File: src/rtl/lcdmux_pkg.sv
`timescale 1ns/1ps
package lcdmux_pkg;
   localparam int NUM_DIG     = 4;
   localparam int SEG_PER_DIG = 7;
   localparam int NUM_BP      = 3;
   localparam int COL_PER_DIG = 3;
   localparam int NUM_COL     = NUM_DIG * COL_PER_DIG;

   localparam int SEG_A = 0;
   localparam int SEG_B = 1;
   localparam int SEG_C = 2;
   localparam int SEG_D = 3;
   localparam int SEG_E = 4;
   localparam int SEG_F = 5;
   localparam int SEG_G = 6;

   typedef enum logic [1:0] {
      DRV_MID = 2'b00,
      DRV_LO  = 2'b01,
      DRV_HI  = 2'b10
   } drv_e;

   typedef struct packed {
      logic                           ovr;
      logic [NUM_DIG-1:0]             extra;
      logic [NUM_DIG-1:0]             dp;
      logic [NUM_DIG*SEG_PER_DIG-1:0] seg;
   } image_t;

   // backplane: high in even frames when selected
   function automatic logic [1:0] bp_code(input logic act, input logic pol);
      if (!act) return DRV_MID;
      return pol ? DRV_LO : DRV_HI;
   endfunction

   // segment: opposite of the active backplane when on
   function automatic logic [1:0] seg_code(input logic on, input logic pol);
      if (!on) return DRV_MID;
      return pol ? DRV_HI : DRV_LO;
   endfunction
endpackage

File: src/rtl/lcdmux_timing.sv
`timescale 1ns/1ps
module lcdmux_timing #(
   parameter int SLOT_CLKS = 8
) (
   input  logic       clk,
   input  logic       rst_n,
   output logic [1:0] slot_o,
   output logic       pol_o,
   output logic       frame_end_o
);
   localparam int DIV_W = (SLOT_CLKS > 1) ? $clog2(SLOT_CLKS) : 1;
   localparam logic [DIV_W-1:0] DIV_LAST = DIV_W'(SLOT_CLKS - 1);

   initial begin
      assert (SLOT_CLKS >= 2) else $error("SLOT_CLKS must be at least 2");
   end

   logic [DIV_W-1:0] div_q;
   logic [1:0]       slot_q;
   logic             pol_q;
   logic             slot_end;

   assign slot_end    = (div_q == DIV_LAST);
   assign frame_end_o = slot_end && (slot_q == 2'd2);

   always_ff @(posedge clk) begin
      if (!rst_n) begin
         div_q  <= '0;
         slot_q <= 2'd0;
         pol_q  <= 1'b0;
      end else begin
         div_q <= slot_end ? '0 : div_q + 1'b1;
         if (slot_end) slot_q <= (slot_q == 2'd2) ? 2'd0 : slot_q + 2'd1;
         if (frame_end_o) pol_q <= ~pol_q;
      end
   end

   assign slot_o = slot_q;
   assign pol_o  = pol_q;
endmodule

File: src/rtl/lcdmux_image.sv
`timescale 1ns/1ps
module lcdmux_image
   import lcdmux_pkg::*;
(
   input  logic   clk,
   input  logic   rst_n,
   input  logic   frame_end_i,
   input  image_t raw_i,
   output image_t img_o
);
   always_ff @(posedge clk) begin
      if (!rst_n)           img_o <= '0;
      else if (frame_end_i) img_o <= raw_i;
   end
endmodule

File: src/rtl/lcdmux_colmap.sv
`timescale 1ns/1ps
module lcdmux_colmap
   import lcdmux_pkg::*;
(
   input  image_t               img_i,
   input  logic [1:0]           slot_i,
   input  logic                 pol_i,
   output logic [2*NUM_COL-1:0] seg_o
);
   function automatic logic pick(input logic [2:0] v, input logic [1:0] sl);
      case (sl)
         2'd0:    return v[0];
         2'd1:    return v[1];
         2'd2:    return v[2];
         default: return 1'b0;
      endcase
   endfunction

   for (genvar d = 0; d < NUM_DIG; d++) begin : g_dig
      localparam int C0 = d * COL_PER_DIG;
      logic [SEG_PER_DIG-1:0] s;
      logic [2:0] v_bc, v_agd, v_fe;

      assign s     = img_i.ovr ? '0 : img_i.seg[d*SEG_PER_DIG +: SEG_PER_DIG];
      // bit index equals backplane slot
      assign v_bc  = {img_i.extra[d], s[SEG_C], s[SEG_B]};
      assign v_agd = {s[SEG_D], s[SEG_G], s[SEG_A]};
      assign v_fe  = {img_i.dp[d], s[SEG_E], s[SEG_F]};

      assign seg_o[2*C0     +: 2] = seg_code(pick(v_bc,  slot_i), pol_i);
      assign seg_o[2*(C0+1) +: 2] = seg_code(pick(v_agd, slot_i), pol_i);
      assign seg_o[2*(C0+2) +: 2] = seg_code(pick(v_fe,  slot_i), pol_i);
   end
endmodule

File: src/rtl/lcdmux_tri.sv
`timescale 1ns/1ps
module lcdmux_tri
   import lcdmux_pkg::*;
#(
   parameter int SLOT_CLKS = 8
) (
   input  logic                           clk,
   input  logic                           rst_n,
   input  logic [NUM_DIG*SEG_PER_DIG-1:0] digit_seg_i,
   input  logic [NUM_DIG-1:0]             dp_i,
   input  logic                           minus_i,
   input  logic                           half_i,
   input  logic                           lobat_i,
   input  logic                           cont_i,
   input  logic                           ovr_i,
   output logic [2*NUM_BP-1:0]            bp_o,
   output logic [2*NUM_COL-1:0]           seg_o,
   output logic                           ann_o
);
   logic [1:0] slot_q;
   logic       pol_q;
   logic       frame_end;
   image_t     raw;
   image_t     img_q;

   assign raw.seg   = digit_seg_i;
   assign raw.dp    = dp_i;
   assign raw.extra = {half_i, minus_i, lobat_i, cont_i};
   assign raw.ovr   = ovr_i;

   lcdmux_timing #(.SLOT_CLKS(SLOT_CLKS)) i_timing (
      .clk         (clk),
      .rst_n       (rst_n),
      .slot_o      (slot_q),
      .pol_o       (pol_q),
      .frame_end_o (frame_end)
   );

   lcdmux_image i_image (
      .clk         (clk),
      .rst_n       (rst_n),
      .frame_end_i (frame_end),
      .raw_i       (raw),
      .img_o       (img_q)
   );

   lcdmux_colmap i_colmap (
      .img_i  (img_q),
      .slot_i (slot_q),
      .pol_i  (pol_q),
      .seg_o  (seg_o)
   );

   for (genvar b = 0; b < NUM_BP; b++) begin : g_bp
      assign bp_o[2*b +: 2] = bp_code(slot_q == 2'(b), pol_q);
   end

   assign ann_o = pol_q;
endmodule

File: config.mk
export PLATFORM = sky130hd
export DESIGN_NAME = lcdmux_tri
export DESIGN_NICKNAME = d
export VERILOG_FILES = /design/src/rtl/lcdmux_pkg.sv /design/src/rtl/lcdmux_timing.sv /design/src/rtl/lcdmux_image.sv /design/src/rtl/lcdmux_colmap.sv /design/src/rtl/lcdmux_tri.sv
export SDC_FILE = /design/constraint.sdc
export NUM_CORES = 1
export LEC_CHECK = 0
export ABC_AREA = 1
export BUFFER_PORTS_ARGS = -buffer_cell sky130_fd_sc_hd__buf_2
export CORE_UTILIZATION = 46
export DETAILED_ROUTE_END_ITERATION = 6
export PLACE_DENSITY = 0.76
export SLEW_MARGIN = 20
export SYNTH_ARGS = -nofsm -noshare
export SYNTH_HDL_FRONTEND = slang
export SYNTH_SLANG_ARGS = --single-unit
export TNS_END_PERCENT = 100
File: constraint.sdc
create_clock -name clk -period 1.49 [get_ports clk]
set_clock_uncertainty 0.2 [all_clocks]
set_input_delay 0.0745 -clock clk [delete_from_list [all_inputs] [get_ports clk]]
set_output_delay 0.0745 -clock clk [all_outputs]
set_load 0.02 [all_outputs]
==> results of run 1 <==
==> per-layer routing <==
metal  global-route usage (%)  vias to the layer above  part of all wire [%]  wire length (um)
li1                         -                     1349                     -                 -
met1                     37.1                     1504                    36              4120
met2                     57.4                      327                    46              5330
met3                     6.61                      114                    11              1240
met4                     18.3                        0                   7.3               841
met5                        0                        -                     0                 0
==> synth_stat cells, types with 2 or more instances <==
| master | count |
|---|---|
| a21boi_0 | 19 |
| a21boi_1 | 3 |
| buf_2 | 10 |
| buf_4 | 4 |
| buf_6 | 2 |
| clkbuf_1 | 6 |
| dfxtp_1 | 43 |
| ha_1 | 2 |
| inv_1 | 40 |
| nand2_1 | 104 |
| nand3_1 | 42 |
| nor2_1 | 66 |
| o22ai_1 | 2 |
==> cells in the final DEF (no fill, tap or decap) <==
cell           instances
o22ai_4                1
o22ai_1                1
ha_4                   2
nor2_8                 1
dfxtp_1               40
dlygate4sd3_1         38
nor2_2                11
nand2_1               28
buf_4                 32
nand3_2                9
a21boi_2              11
clkbuf_16              2
a21oi_4                1
nor2_1                45
buf_2                 39
inv_1                 25
buf_8                  3
nand3_4                3
nand2_8                2
nand2_4               22
clkbuf_8               7
inv_2                 13
nand2_2               54
buf_12                 3
clkbuf_1               1
dfxtp_2                1
a21boi_1              11
buf_6                 38
nand3_1               30
dfxtp_4                2
buf_16                 1
inv_4                  3
nor2_4                11
==> registers in the layout, indices dropped and copies added, names as in the netlist <==
signal,count
i_timing.div_q,3
i_timing.pol_o,1
i_image.img_o,37
i_timing.slot_o,2
==> report_power, final <==
group          internal (mW)  switching (mW)  total, mW
clock network          0.425           0.463      0.888
logic                  0.134          0.0916      0.225
registers               1.15         0.00798       1.16
==> cell families (layout without fill, tap and decap cells) <==
logic type | Yosys count | in the layout | share of synthesized area (%)
fa+ha+maj | 2 | 2 | 1.12
compound gates | 25 | 25 | 8.16
flops | 43 | 43 | 38.4
simple gates | 215 | 216 | 39.6
buf+inv | 64 | 205 | 12.7
==> final timing paths <==
check                                                     start                             end  slack, ps
worst max-delay path            i_timing.slot_o[1]$_SDFFE_PN0N_                        seg_o[9]       -370
worst min-delay path              i_image.img_o[3]$_SDFFE_PN0P_   i_image.img_o[3]$_SDFFE_PN0P_        290
worst max register to register  i_timing.slot_o[0]$_SDFFE_PN0N_  i_image.img_o[19]$_SDFFE_PN0P_       -260
worst min register to register    i_image.img_o[3]$_SDFFE_PN0P_   i_image.img_o[3]$_SDFFE_PN0P_        290
==> tightest hold or removal path, delay by kind of cell (launching register included) <==
family | cells | cell delay, ps
AO/OA/AOI/OAI | 1 | 40
flip-flops | 1 | 340
AND/OR/NAND/NOR | 1 | 70
==> metrics by stage <==
step	setup TNS (ps)	worst slack, ps	power (mW)	hold WS (ps)	utilization, %
after floorplan	-686	-77.2	1.22	9.42	-
after global placement	-462	-28.1	1.28	94.4	59.9
after detailed placement	-2250	-80.9	1.29	102	59.9
after CTS	-8090	-190	2.17	212	80.2
after global routing	-19290	-392	2.31	301	92.3
final	-16350	-374	2.27	291	92.3
==> cell type report <==
cell class                 instances  area [um2]  share of cell area (%)
sequential                        43         870                    20.1
multi-input combinational        243        1700                    39.4
clock buffer                       8         100                    2.31
timing repair buffer             156        1430                    32.9
inverter                          41         161                    3.73
tap                               54        67.6                    1.56
==> what timing repair did <==
item                                   in CTS  in global routing
resized for setup                         112                174
setup buffers                               9                  3
hold buffers                               38                  0
endpoints found under the hold margin      37                  0
cloned                                      5                  3
setup endpoints to repair                  73                 70
pin swaps                                  15                 28
==> results.tsv, run 1 <==
metric	value	unit
status	finished with violations	
violations	setup timing	
clock_latency	330	ps
async_flop_share	0	%
synth_area_per_cell	6.42	um2
critical_path_arrival	1590	ps
worst_slack	-374	ps
clkTransAtPathRegs	120	ps
syn_to_final_growth	93.3	%
numPortBuffers	69	
root_buffer	clkbuf_8	
hold_viol	0	
grt_pass1_wl	12900	um
drtAntennaViolNets	0	
initial_core_util	47.7	%
routed_wl	11500	um
cp_slowest_cell	dfxtp_4	
critPathBufInv	2	
ys_seq_elements	43	
cp_cell_sequence	nor2_4, buf_6, nand2_2, nand3_2, nand2_2, nor2_2, buf_6	
synthCells	349	
setup_viol	70	
crit_family	simple AND/OR/NAND/NOR gates	
cpPeakStageDelay	410	ps
numCtsBuffers	5	
stdcell_count	545	
p_leak	2.08	nW
overflow	0	
synthFlopType	dfxtp_1	
start_kind	register	
drv_cap	0	
yosysWarnings	0	
vias	3294	
synth_edf_count	0	
wire_per_inst	21.2	um
antenna_found_initial	0	
tightest_slew	436	ps
crit_required	1220	ps
post-route-period-util	125	%
fmaxAchievable	537	MHz
cp.depth	7	
drive_above_1_share	55.4	%
crit_fanout	5	
drc	0	
syn_area	2240	um2
num_antenna_cells	0	
hold-path-cell-count	2	
cts_tree	yes	
place_inst	482	
hpwl	4100	um
coreArea	4690	um2
dieArea	5150	um2
gp_congestion	0.843	
maxSlewHeadroom	70.9	%
final_net_count	531	
drtIter0Drc	312	
fillers	167	
rsz0062_at_grt	true	
design_area	4330	um2
grt_usage	32.8	%
ys_seq_area_share	38.4	%
hold_class	reg2reg	
synth_area_leaders	dfxtp_1 38%, nand2_1 17%, nor2_1 11%	
final.min_clock_period	1860	ps
synth_cell_types	19	
drt-vias-per-instance	6.04	
crit_path_end_kind	output port	
die_w	71.8	um
rows	25	
fp.dieH	71.8	um
syn_nets	390	
rr_worst_depth	8	
detail_route.first_pass.iterations	5	
dpl_cell_area	2810	um2
htree_levels	2	
cts_sinks	43	
io_pins	70	
path_class	reg2out	
clockBufferDepth	2	
grt_max_degree	18	
yosysTopAreaCell	dfxtp_1	
grt_pass1_vias	2784	
p_per_area	525	nW/um2
synth_top_area_share	38.4	%
slew_violations	0	
vdd_drop_max	424	uV
No activity file was read; power rests on OpenSTA's default activity.
==> inputs of run 2 (changes only) <==
- SKIP_CTS_REPAIR_TIMING: default -> 1
==> run 2 against run 1 <==
Net effect:
- the run still ends with setup timing left
- final area decreased by 5.8%
- die area unchanged
- utilization decreased by 5.3 points
- cell count increased by 0.18%
- critical path type unchanged
- critical endpoint unchanged
- largest power group unchanged
==> results.tsv, run 2 (same netlist as run 1, synthesis figures left out) <==
metric	value	unit	change
status	finished with violations		
violations	setup timing		
p_leak	2.10	nW	+0.72%
crit_path_end_kind	output port		
drtIter0Drc	317		+1.6%
numPortBuffers	69		unchanged
final_cell_mix	69 x nand2_1, 54 x nor2_1, 41 x buf_2		
hpwl	4100	um	unchanged
numCtsBuffers	5		unchanged
tightest_slew	370	ps	-65.9 ps
fmaxAchievable	526	MHz	-2.0%
reg2reg_to	i_image.img_o[35]$_SDFFE_PN0P_		
gp_congestion	0.843		unchanged
htree_levels	2		unchanged
drtAntennaViolNets	0		unchanged
drt-vias-per-instance	5.69		-5.8%
final_net_count	532		+0.19%
maxSlewHeadroom	75.3	%	+4.4 points
stdcell_count	546		+0.18%
clock_latency	310	ps	-20 ps
coreArea	4690	um2	unchanged
final_common_cell	nand2_1		
vdd_drop_max	413	uV	-2.5%
drv_cap	0		unchanged
antenna_found_initial	0		unchanged
crit_fanout	5		unchanged
startpoint	i_timing.slot_o[0]$_SDFFE_PN0N_		
crit_required	1220	ps	about the same
path_class	reg2out		
routed_wl	10200	um	-11%
cp_slowest_cell	dfxtp_4		
root_buffer	clkbuf_8		
final.min_clock_period	1900	ps	+37.4 ps
critical_path_arrival	1630	ps	+40 ps
rows	25		unchanged
regToRegSetupSlack	-210	ps	+50 ps
clockBufferDepth	2		unchanged
regMostFlops	i_image.img_o		
post-route-period-util	128	%	+2.5 points
hold-path-cell-count	2		unchanged
drive_above_1_share	44.3	%	-11 points
grt_pass1_vias	2096		-25%
rr_worst_depth	9		+1
cts_tree	yes		
place_inst	482		unchanged
dpl_worst_slack	-80.9	ps	unchanged
rsz0062_at_grt	true		
worstHoldStart	i_image.img_o[21]$_SDFFE_PN0P_		
hold_end	i_image.img_o[21]$_SDFFE_PN0P_		
crit_family	flip-flops		
largest_register_ffs	37		unchanged
worst_slack	-411	ps	-37.4 ps
wire_per_inst	18.7	um	-12%
io_pins	70		unchanged
cts_sinks	43		unchanged
die_w	71.8	um	unchanged
grt_pass1_wl	8890	um	-31%
grt_max_degree	24		+6
r2r_start	i_timing.slot_o[1]$_SDFFE_PN0N_		
syn_to_final_growth	82.2	%	
num_antenna_cells	0		unchanged
dieArea	5150	um2	unchanged
detail_route.first_pass.iterations	5		unchanged
slew_violations	0		unchanged
setup_viol	66		-5.7%
overflow	0		unchanged
hold_viol	0		unchanged
drc	0		unchanged
grt_usage	22.1	%	-11 points
clkTransAtPathRegs	100	ps	-20 ps
cpPeakStageDelay	390	ps	-20 ps
p_per_area	544	nW/um2	+3.6%
initial_core_util	47.7	%	unchanged
hold_class	reg2reg		
start_kind	register		
vias	3108		-5.6%
path_common_cell	buf_4		
fp.dieH	71.8	um	unchanged
cp_cell_sequence	buf_4, a21oi_2, nand2_1, nor2_1, buf_4		
critPathBufInv	2		unchanged
## run 2: cell types whose count changed in the layout (fill, tap and decap cells not counted), sizes merged
| cell | change |
|---|---|
| buf | +1 |
## run 2: where the power goes
part / switching (mW) / internal, mW / total (mW) / leakage [nW]
logic: 0.0776 / 0.132 / 0.210 / 1.70
clock network: 0.428 / 0.424 / 0.852 / 0.0515
registers: 0.00695 / 1.15 / 1.16 / 0.349
total: 0.513 / 1.71 / 2.22 / 2.10
## run 2: how the worst max path moves through the flow
stage,depth (start not counted),slack [ps],endpoint
2_1_floorplan,4,-80,bp_o[0]
3_3_place_gp,7,-30,seg_o[13]
3_5_place_dp,6,-80,i_image.img_o[14]$_SDFFE_PN0P_
4_1_cts,7,-420,seg_o[17]
5_1_grt,5,-440,seg_o[9]
6_report,5,-410,seg_o[9]
## run 2: routing by layer
| metal | wire, um | up-vias | share of wire (%) | GRT usage (%) |
|---|---|---|---|---|
| met5 | 0 | - | 0 | 0 |
| met1 | 3720 | 1444 | 36 | 26.9 |
| met3 | 798 | 73 | 7.8 | 3.94 |
| li1 | - | 1350 | - | - |
| met4 | 647 | 0 | 6.3 | 7.19 |
| met2 | 5060 | 241 | 49 | 39.3 |
## run 2: worst reg2reg max path, cell delays in order (launching register included)
cell and delay [ps]:
dfxtp_4 430, inv_4 70, nor2_8 160, buf_12 140, buf_6 90, buf_6 100, nand2_8 70, clkbuf_16 170
nand2_1 70, a21boi_1 80
## run 2: stage by stage
stage	hold WS (ps)	cell area [um2]	util (%)	setup TNS, ps	total power, mW
4_1_cts	-205	2910	62.1	-12820	2.09
3_5_place_dp	102	2810	59.9	-2250	1.29
3_3_place_gp	94.4	2810	59.9	-462	1.28
6_report	269	4080	87.0	-12250	2.22
2_1_floorplan	9.42	2270	-	-686	1.22
5_1_grt	303	4080	87.0	-16610	2.30
## run 2: area by class of cell
| type | count | area, um2 |
|---|---|---|
| Sequential cell | 43 | 870 |
| Inverter | 41 | 159 |
| Tap cell | 54 | 67.6 |
| Clock buffer | 8 | 100 |
| Multi-Input combinational cell | 243 | 1470 |
| Fill cell | 220 | 612 |
| Timing Repair Buffer | 157 | 1410 |
